<file path="config.mk">
export PLATFORM = sky130hd
export DESIGN_NAME = pll_share_seq
export DESIGN_NICKNAME = d
export VERILOG_FILES = /design/src/rtl/pll_seq_pkg.sv /design/src/rtl/pll_req_arb.sv /design/src/rtl/pll_poll_timer.sv /design/src/rtl/pll_share_seq.sv
export SDC_FILE = /design/constraint.sdc
export NUM_CORES = 1
export LEC_CHECK = 0
export ABC_AREA = 1
export BUFFER_PORTS_ARGS = -buffer_cell sky130_fd_sc_hd__buf_2
export CAP_MARGIN = 10
export CORE_MARGIN = 5
export CORE_UTILIZATION = 55
export DETAILED_ROUTE_END_ITERATION = 8
export PLACE_DENSITY = 0.79
export SLEW_MARGIN = 5
export SYNTH_ARGS = -nofsm -noshare
export SYNTH_HDL_FRONTEND = slang
export SYNTH_SLANG_ARGS = --single-unit
</file>
<file path="constraint.sdc">
create_clock -name clk -period 5.8 [get_ports clk]
set_input_delay 1.16 -clock clk [delete_from_list [all_inputs] [get_ports clk]]
set_output_delay 1.16 -clock clk [all_outputs]
set_load 0.02 [all_outputs]
</file>
<file path="src/rtl/pll_seq_pkg.sv">
`timescale 1ns/1ps
package pll_seq_pkg;

    typedef enum logic [3:0] {
        S_IDLE,
        S_CHK,
        S_PD_CLR,
        S_PD_WAIT,
        S_HI_OFF,
        S_LO_OFF,
        S_LO_ON,
        S_HI_ON,
        S_CFG,
        S_PLL_ON,
        S_LOCK,
        S_RESP
    } seq_state_t;

    localparam logic [4:0] MON_LOCK_SEL = 5'h1F;
    localparam int         MON_LOCK_BIT = 3;

endpackage

</file>
<file path="src/rtl/pll_req_arb.sv">
`timescale 1ns/1ps
module pll_req_arb #(
    parameter int N = 3
) (
    input  logic [N-1:0] req,
    output logic [N-1:0] grant
);
    logic [N-1:0] lower;

    assign lower[0] = 1'b0;
    generate
        for (genvar i = 1; i < N; i++) begin : g_chain
            assign lower[i] = lower[i-1] | req[i-1];
        end
    endgenerate

    assign grant = req & ~lower;
endmodule

</file>
<file path="src/rtl/pll_poll_timer.sv">
`timescale 1ns/1ps
module pll_poll_timer #(
    parameter int CW = 4,
    parameter int TW = 5
) (
    input  logic          clk,
    input  logic          rst_n,
    input  logic          run,
    input  logic [CW-1:0] ivl,
    input  logic [TW-1:0] lim,
    input  logic          cond,
    output logic          hit,
    output logic          expire
);
    logic [CW-1:0] tmr;
    logic [TW-1:0] tries;

    always_ff @(posedge clk) begin
        if (!rst_n) begin
            tmr   <= '0;
            tries <= '0;
        end else if (!run) begin
            tmr   <= ivl - CW'(1);
            tries <= '0;
        end else if (tmr == '0) begin
            if (!cond) begin
                tries <= tries + TW'(1);
                tmr   <= ivl - CW'(1);
            end
        end else begin
            tmr <= tmr - CW'(1);
        end
    end

    assign hit    = run && (tmr == '0) && cond;
    assign expire = run && (tmr == '0) && !cond && (tries == lim - TW'(1));
endmodule

</file>
<file path="src/rtl/pll_share_seq.sv">
`timescale 1ns/1ps
module pll_share_seq
    import pll_seq_pkg::*;
#(
    parameter int                 N_USERS    = 3,
    parameter logic [N_USERS-1:0] LOCK_USERS = 3'b011,
    parameter int                 PD_POLL    = 4,
    parameter int                 PD_TRIES   = 10,
    parameter int                 LOCK_POLL  = 8,
    parameter int                 LOCK_TRIES = 10,
    parameter int                 SUP_WAIT   = 16
) (
    input  logic               clk,
    input  logic               rst_n,
    input  logic [N_USERS-1:0] req_valid,
    input  logic [N_USERS-1:0] req_on,
    output logic               busy,
    output logic [N_USERS-1:0] rsp_done,
    output logic [N_USERS-1:0] rsp_err,
    output logic               sup_lo_en,
    input  logic               sup_lo_rdy,
    output logic               sup_hi_en,
    input  logic               sup_hi_rdy,
    input  logic               cfg_ok,
    output logic               cfg_wr,
    output logic               pll_en,
    input  logic               pll_en_rb,
    output logic [4:0]         mon_sel,
    input  logic [3:0]         mon_out
);
    localparam int NW    = $clog2(N_USERS + 1);
    localparam int IW    = (N_USERS > 1) ? $clog2(N_USERS) : 1;
    localparam int PMAX  = (PD_POLL > LOCK_POLL) ? PD_POLL : LOCK_POLL;
    localparam int CW    = $clog2(PMAX + 1);
    localparam int TMAX0 = (PD_TRIES > LOCK_TRIES) ? PD_TRIES : LOCK_TRIES;
    localparam int TMAX  = (TMAX0 > SUP_WAIT) ? TMAX0 : SUP_WAIT;
    localparam int TW    = $clog2(TMAX + 1);

    seq_state_t st, nxt;
    logic        st_new;
    logic [NW-1:0] cnt;
    logic [IW-1:0] sel, gidx;
    logic        sel_on, err_q, up_q;
    logic        do_inc, do_dec, set_err, set_up;
    logic [N_USERS-1:0] grant;
    logic        t_run, t_cond, t_hit, t_exp;
    logic [CW-1:0] t_ivl;
    logic [TW-1:0] t_lim;
    logic        sel_lock, lock_seen;
    logic        unused_mon;

    pll_req_arb #(.N(N_USERS)) u_arb (.req(req_valid), .grant(grant));

    always_comb begin
        gidx = '0;
        for (int i = N_USERS - 1; i >= 0; i--)
            if (grant[i]) gidx = IW'(i);
    end

    assign sel_lock   = LOCK_USERS[sel];
    assign lock_seen  = mon_out[MON_LOCK_BIT];
    assign unused_mon = ^mon_out[2:0];

    // Poll timer: one instance shared by every waiting state
    always_comb begin
        t_run  = 1'b0;
        t_ivl  = CW'(1);
        t_lim  = TW'(SUP_WAIT);
        t_cond = 1'b0;
        unique case (st)
            S_PD_WAIT: begin t_run = !st_new; t_ivl = CW'(PD_POLL);   t_lim = TW'(PD_TRIES);   t_cond = !pll_en_rb; end
            S_LOCK:    begin t_run = !st_new; t_ivl = CW'(LOCK_POLL); t_lim = TW'(LOCK_TRIES); t_cond = lock_seen;  end
            S_LO_ON:   begin t_run = !st_new; t_cond = sup_lo_rdy; end
            S_HI_ON:   begin t_run = !st_new; t_cond = sup_hi_rdy; end
            default:   ;
        endcase
    end

    pll_poll_timer #(.CW(CW), .TW(TW)) u_tmr (
        .clk(clk), .rst_n(rst_n), .run(t_run), .ivl(t_ivl), .lim(t_lim),
        .cond(t_cond), .hit(t_hit), .expire(t_exp)
    );

    // Next state and per-transition actions
    always_comb begin
        nxt = st; do_inc = 1'b0; do_dec = 1'b0; set_err = 1'b0; set_up = 1'b0;
        unique case (st)
            S_IDLE: if (|req_valid) nxt = S_CHK;
            S_CHK: begin
                if (sel_on) begin
                    if (cnt == NW'(N_USERS)) begin
                        set_err = 1'b1; nxt = S_RESP;
                    end else begin
                        do_inc = 1'b1;
                        if (cnt != '0 && pll_en_rb) nxt = sel_lock ? S_LOCK : S_RESP;
                        else if (pll_en_rb) begin set_up = 1'b1; nxt = S_PD_CLR; end
                        else nxt = S_LO_ON;
                    end
                end else if (cnt == '0) begin
                    set_err = 1'b1; nxt = S_RESP;
                end else begin
                    do_dec = 1'b1;
                    nxt = (cnt == NW'(1)) ? S_PD_CLR : S_RESP;
                end
            end
            S_PD_CLR:  nxt = S_PD_WAIT;
            S_PD_WAIT: if (t_hit || t_exp) nxt = S_HI_OFF;
            S_HI_OFF:  nxt = S_LO_OFF;
            S_LO_OFF:  nxt = up_q ? S_LO_ON : S_RESP;
            S_LO_ON: begin
                if (t_hit) nxt = S_HI_ON;
                else if (t_exp) begin do_dec = 1'b1; set_err = 1'b1; nxt = S_LO_OFF; end
            end
            S_HI_ON: begin
                if (t_hit) nxt = S_CFG;
                else if (t_exp) begin do_dec = 1'b1; set_err = 1'b1; nxt = S_HI_OFF; end
            end
            S_CFG: begin
                if (cfg_ok) nxt = S_PLL_ON;
                else begin do_dec = 1'b1; set_err = 1'b1; nxt = S_HI_OFF; end
            end
            S_PLL_ON: nxt = sel_lock ? S_LOCK : S_RESP;
            S_LOCK: begin
                if (t_hit) nxt = S_RESP;
                else if (t_exp) begin
                    do_dec = 1'b1; set_err = 1'b1;
                    nxt = (cnt == NW'(1)) ? S_PD_CLR : S_RESP;
                end
            end
            S_RESP:  nxt = S_IDLE;
            default: nxt = S_IDLE;
        endcase
    end

    // State register and request bookkeeping
    always_ff @(posedge clk) begin
        if (!rst_n) begin
            st <= S_IDLE; st_new <= 1'b1; cnt <= '0;
            sel <= '0; sel_on <= 1'b0; err_q <= 1'b0; up_q <= 1'b0;
        end else begin
            st     <= nxt;
            st_new <= (nxt != st);
            if (st == S_IDLE) begin
                sel    <= gidx;
                sel_on <= req_on[gidx];
                err_q  <= 1'b0;
            end
            if (set_err) err_q <= 1'b1;
            if (set_up) up_q <= 1'b1;
            else if (st == S_LO_ON) up_q <= 1'b0;
            if (do_inc) cnt <= cnt + NW'(1);
            else if (do_dec) cnt <= cnt - NW'(1);
        end
    end

    // Held outputs: rails and enable follow the state being entered
    always_ff @(posedge clk) begin
        if (!rst_n) begin
            sup_lo_en <= 1'b0; sup_hi_en <= 1'b0; pll_en <= 1'b0;
        end else begin
            if (nxt == S_LO_ON) sup_lo_en <= 1'b1;
            else if (nxt == S_LO_OFF) sup_lo_en <= 1'b0;
            if (nxt == S_HI_ON) sup_hi_en <= 1'b1;
            else if (nxt == S_HI_OFF) sup_hi_en <= 1'b0;
            if (nxt == S_PLL_ON) pll_en <= 1'b1;
            else if (nxt == S_PD_CLR) pll_en <= 1'b0;
        end
    end

    // Pulsed outputs decoded from the present state
    always_comb begin
        busy     = (st != S_IDLE);
        cfg_wr   = (st == S_CFG);
        mon_sel  = (st == S_LOCK) ? MON_LOCK_SEL : 5'h00;
        rsp_done = '0;
        rsp_err  = '0;
        if (st == S_RESP) begin
            if (err_q) rsp_err[sel] = 1'b1;
            else       rsp_done[sel] = 1'b1;
        end
    end
endmodule

</file>
## After elaboration in Yosys (flattened, before gate mapping)

Index checks and enable logic that the tools add are counted.

- Bits in registers: 24
- Output and inout port bits: 16

- Add/sub/neg operators: 6
- Order comparisons: 3
- Equality and inequality tests: 22
- Mux-type cells: 69
- Bitwise gates (word level): 4
- Reductions and logical operators: 27

Operator list:

| cell | count |
|---|---|
| $mux 4 | 18 |
| $pmux 4 s11 | 1 |
| $eq 4x3->1 const B | 8 |
| $mux 1 | 31 |
| $eq 4x4->1 const B | 5 |
| $mux 3 | 5 |
| $reduce_bool 2->1 | 7 |
| $eq 4x2->1 const B | 3 |
| $mux 2 | 5 |
| $mux 5 | 2 |
| $logic_not 4->1 | 2 |
| $pmux 4 s2 | 1 |
| $sub 4x1->4 const B | 2 |
| $logic_and 1x1->1 | 6 |
| $lt 2x3->1 const B | 2 |
| $pmux 1 s3 | 2 |
| $reduce_or 3->1 | 2 |
| $add 5x1->5 const B | 1 |
| $eq 5x5->1 | 1 |
| $sub 5x1->5 const B | 1 |
| $bmux 1 s2 | 2 |
| $eq 4x1->1 const B | 1 |
| $ne 4x4->1 | 1 |
| $pmux 1 s4 | 1 |
| other kinds (18) | 21 |

## Depth between registers and ports, before layout

- Word-level depth: 12
- Gate-level depth with buffers: 18
- Mapped depth without buffers: 17

## Hierarchy

From an unflattened synthesis, not the netlist that was laid out.

- Cell total of the unflattened synthesis: 344
- Area, all modules: 2128.3 µm²

Modules (own cells, without submodules):

| module | instances | cells each | area an instance (µm²) | sequential area each (µm²) |
|---|---|---|---|---|
| pll_share_seq | 1 | 222 | 1367.6 | 300.3 |
| pll_poll_timer | 1 | 116 | 732.0 | 180.2 |
| pll_req_arb | 1 | 6 | 28.8 | 0.0 |

## Worst setup path before layout

Ideal clock, no wire load.

- Kind: register -> output
- Start: reg st[2]
- End: out rsp_err[0]
- Data arrival time: 1445 ps
- Required time: 4640 ps
- Path slack: 3195 ps
- Cell stages (with the launch flop): 7
- Buffers on the path: 1
- Cell sequence: dfxtp_1 buf_4 inv_2 nand2_1 nor2_1 inv_1 nor4_1

- Longest elaborated chain between the ends: 2

RTL lines:

| what | RTL line | source |
|---|---|---|
| start, declared | pll_share_seq.sv:39 | `seq_state_t st, nxt;` |
| start signal, assigned | pll_share_seq.sv:141 | `st <= nxt;` |
| $eq 4x4->1 | pll_share_seq.sv:177 | `if (st == S_RESP) begin` |
| $mux 3 | pll_share_seq.sv:177 |  |
| end, declared | pll_share_seq.sv:19 | `output logic [N_USERS-1:0] rsp_err,` |

Every way passes these cells.

## Worst setup path after layout

- Start: reg st[0]
- End: out rsp_err[0]

Same word-level chain as after synthesis.

==> metrics.md <==
| Metric | Value |
|---|---|
| Status | `completed` |
| CTS Hold Bufs | `0` |
| Ranking of synthesized cells by area | `dfxtp_1, nand2_1, inv_1` |
| Hold/Removal Path Class | `reg -> reg` |
| Leading cell type in the layout, fill and taps excluded | `nand2_1` |
| Clk buf depth | `2` |
| Vias per cell | `5.11` |
| Max-slew headroom | `0.757` |
| Seq cells post-synth | `24` |
| VDD IR max | `0.000214 V` |
| Mapped Nets | `between 300 and 400` |
| 1st-pass router iterations | `8` |
| Ratio of cells with drive above 1 in the final layout | `0.201` |
| Area of the multi-input gates | `approximately 1100 um^2` |
| Pleak | `0.948 nW` |
| Netlist cell types | `34` |
| Nets | `336` |
| Chip Width | `67.4 um` |
| Clock transition at the registers of the reported paths | `about 140 ps` |
| Synthesized area per cell | `around 6.3 um^2` |
| Initial Util | `0.584` |
| Setup ws final | `between 2000 and 3000 ps` |
| CP required | `4640 ps` |
| CP max stage cell | `dfxtp_1` |
| Layout area overhead | `10.1%` |
| Crit path largest cell delay | `530 ps` |
| Via Count | `1824` |
| Post-synth EDFFs | `0` |
| First-pass GRT wire length | `7040 um` |
| Setup Fix Bufs, Post-CTS | `0` |
| Synthesized area | `1810 um^2` |
| Core Region | `3100 um^2` |
| Resized cells post-CTS | `0` |
| GRT Util Overall | `0.196` |
| Final Hold Viols | `0` |
| Most frequent cells in the layout | `nand2_1, inv_1, nor2_1, buf_2, dfxtp_1` |
| Final setup vio count | `0` |
| Critical Path AT | `1650 ps` |
| Worst Tran Pin Value | `365 ps` |
| Sink Count | `24` |
| Yosys top cell area share | `0.265` |
| Antenna fix cells | `0` |
| Startpoint types | `flop` |
| CP bufs+invs | `2` |
| Pre-CTS setup slack | `slightly above 3000 ps` |
| Fill count | `311` |
| Max Clock Freq | `356 MHz` |
| Crit path kind | `reg -> out` |
| WL per Instance | `roughly 11 um` |
| Final Skew | `4.39 ps` |
| I/O Pins | `32` |
| Number of global-route vias before repair | `1684` |
| Row Count | `20` |
| Final Power | `0.000874 W` |
| Setup TNS | `0 ps` |
| GPL Wtd Cong | `about 0.85` |
| Pwr/cell area | `438 nW/um^2` |
| Final worst-path cycle share | `0.485` |
| Worst skew pair latency | `330 ps` |
| Unrepaired setup endpoints after global routing | `false` |
| Slew Limit Fails | `0` |
| Crit. End Element | `output pin` |
| Die area | `4540 um^2` |
| CTS tree | `yes` |
| Post-synth top flop | `dfxtp_1` |
| DIE HEIGHT | `67.4 um` |
| Drt drc | `0` |
| Post-route minimum period | `2810 ps` |
| Largest net degree at the start of global routing | `14` |
| Worst path cell trace | `nand2_2 > nor2_1 > inv_1 > nor4_1 > buf_2` |
| Post-synth top area cell | `dfxtp_1` |
| Async S/R FF share, synth | `0` |
| Overall routed net length | `3980 um` |
| CP delay by family, top | `flip-flops` |
| Root Driver | `clkbuf_4` |
| CTS H-tree lvls | `1` |
| Synth warn | `0` |
| CTS Buf Count | `3` |
| Worst hold slack | `around 480 ps` |
| I/O Buffers | `28` |
| GRT overflow | `0` |
| Synthesized netlist cell count | `between 200 and 300` |
| Antenna viol nets, final | `0` |
| MaxCap Viol Count | `0` |
| HPWL Detailed | `between 3000 and 4000 um` |
| Initial antenna violation count | `0` |
| Critical Path Fanout Max | `8` |
| Iteration-0 DRC count of the detailed router | `134` |
| Register area | `480 um^2` |
| Seq/Total Area, Yosys | `0.265` |
through the flow:
| stage | cell area [um^2] | instances | utilization |
|---|---|---|---|
| after CTS | 2000 | 357 | 0.643 |
| after global placement | 1960 | 353 | 0.631 |
| after floorplan | 1810 | 288 | - |
| after global routing | 2000 | 357 | 0.643 |
| final | 2000 | 357 | 0.643 |
| after detailed placement | 1960 | 353 | 0.631 |
tightest hold or removal path, delay by kind of cell (launching register included):
family          cells  cell delay [ps]
flops               1              330
simple gates        1               70
compound gates      1               40
Yosys cell counts, drive strengths merged (2+ instances only):
cell type  number
nand4           2
a21oi          18
nor2           45
o21bai          3
buf             6
nand3b          3
inv            48
xor2            2
or2             3
ha              6
nand3          18
o21ai          13
dfxtp          24
nor4            2
nand2          71
a31oi           3
nor3           10
o2111ai         3
where the power goes:
group          internal [W]  leakage [nW]  switching, W
sequential         0.000205         0.195     0.0000509
clock             0.0000385        0.0210     0.0000541
combinational      0.000180         0.732      0.000345
final cells by class:
cell class,count,share of cell area
Multi-Input combinational cell,208,0.551
Sequential cell,24,0.241
Inverter,49,0.0922
Timing Repair Buffer,28,0.0702
Tap cell,44,0.0276
Clock buffer,4,0.0182
flip-flops by register name, indices dropped and copies added (netlist names):
name / count
cnt: 2
err_q: 1
pll_en: 1
sel: 2
sel_on: 1
st: 4
st_new: 1
sup_hi_en: 1
sup_lo_en: 1
u_tmr.tmr: 4
u_tmr.tries: 5
up_q: 1
cells by family (layout without fill, tap and decap cells):
family | count (synthesis) | in the layout | synth area share
DFF | 24 | 24 | 0.265
and+or+nand+nor | 155 | 155 | 0.406
buffers and inverters | 56 | 81 | 0.128
AOI/OAI and AO/OA | 45 | 45 | 0.149
xor gates and xnor gates | 2 | 2 | 0.00966
adders and majority gates | 6 | 6 | 0.0414
per-layer routing:
| layer | vias to the layer above | global-route usage | share of wire |
|---|---|---|---|
| li1 | 971 | - | - |
| met1 | 798 | 0.251 | 0.47 |
| met2 | 50 | 0.337 | 0.47 |
| met3 | 5 | 0.0233 | 0.048 |
| met5 | - | 0 | 0 |
| met4 | 0 | 0.0734 | 0.013 |
final timing paths:
| path | from | end | slack (ps) | depth (start not counted) |
|---|---|---|---|---|
| min | sup_lo_en | sup_lo_en | 480 | 2 |
| max | st[0] | rsp_err[0] | 2990 | 5 |
| min reg2reg | sup_lo_en | sup_lo_en | 480 | 2 |
| max reg2reg | st[2] | st_new | 3550 | 14 |
No activity file was read; power rests on OpenSTA's default activity.
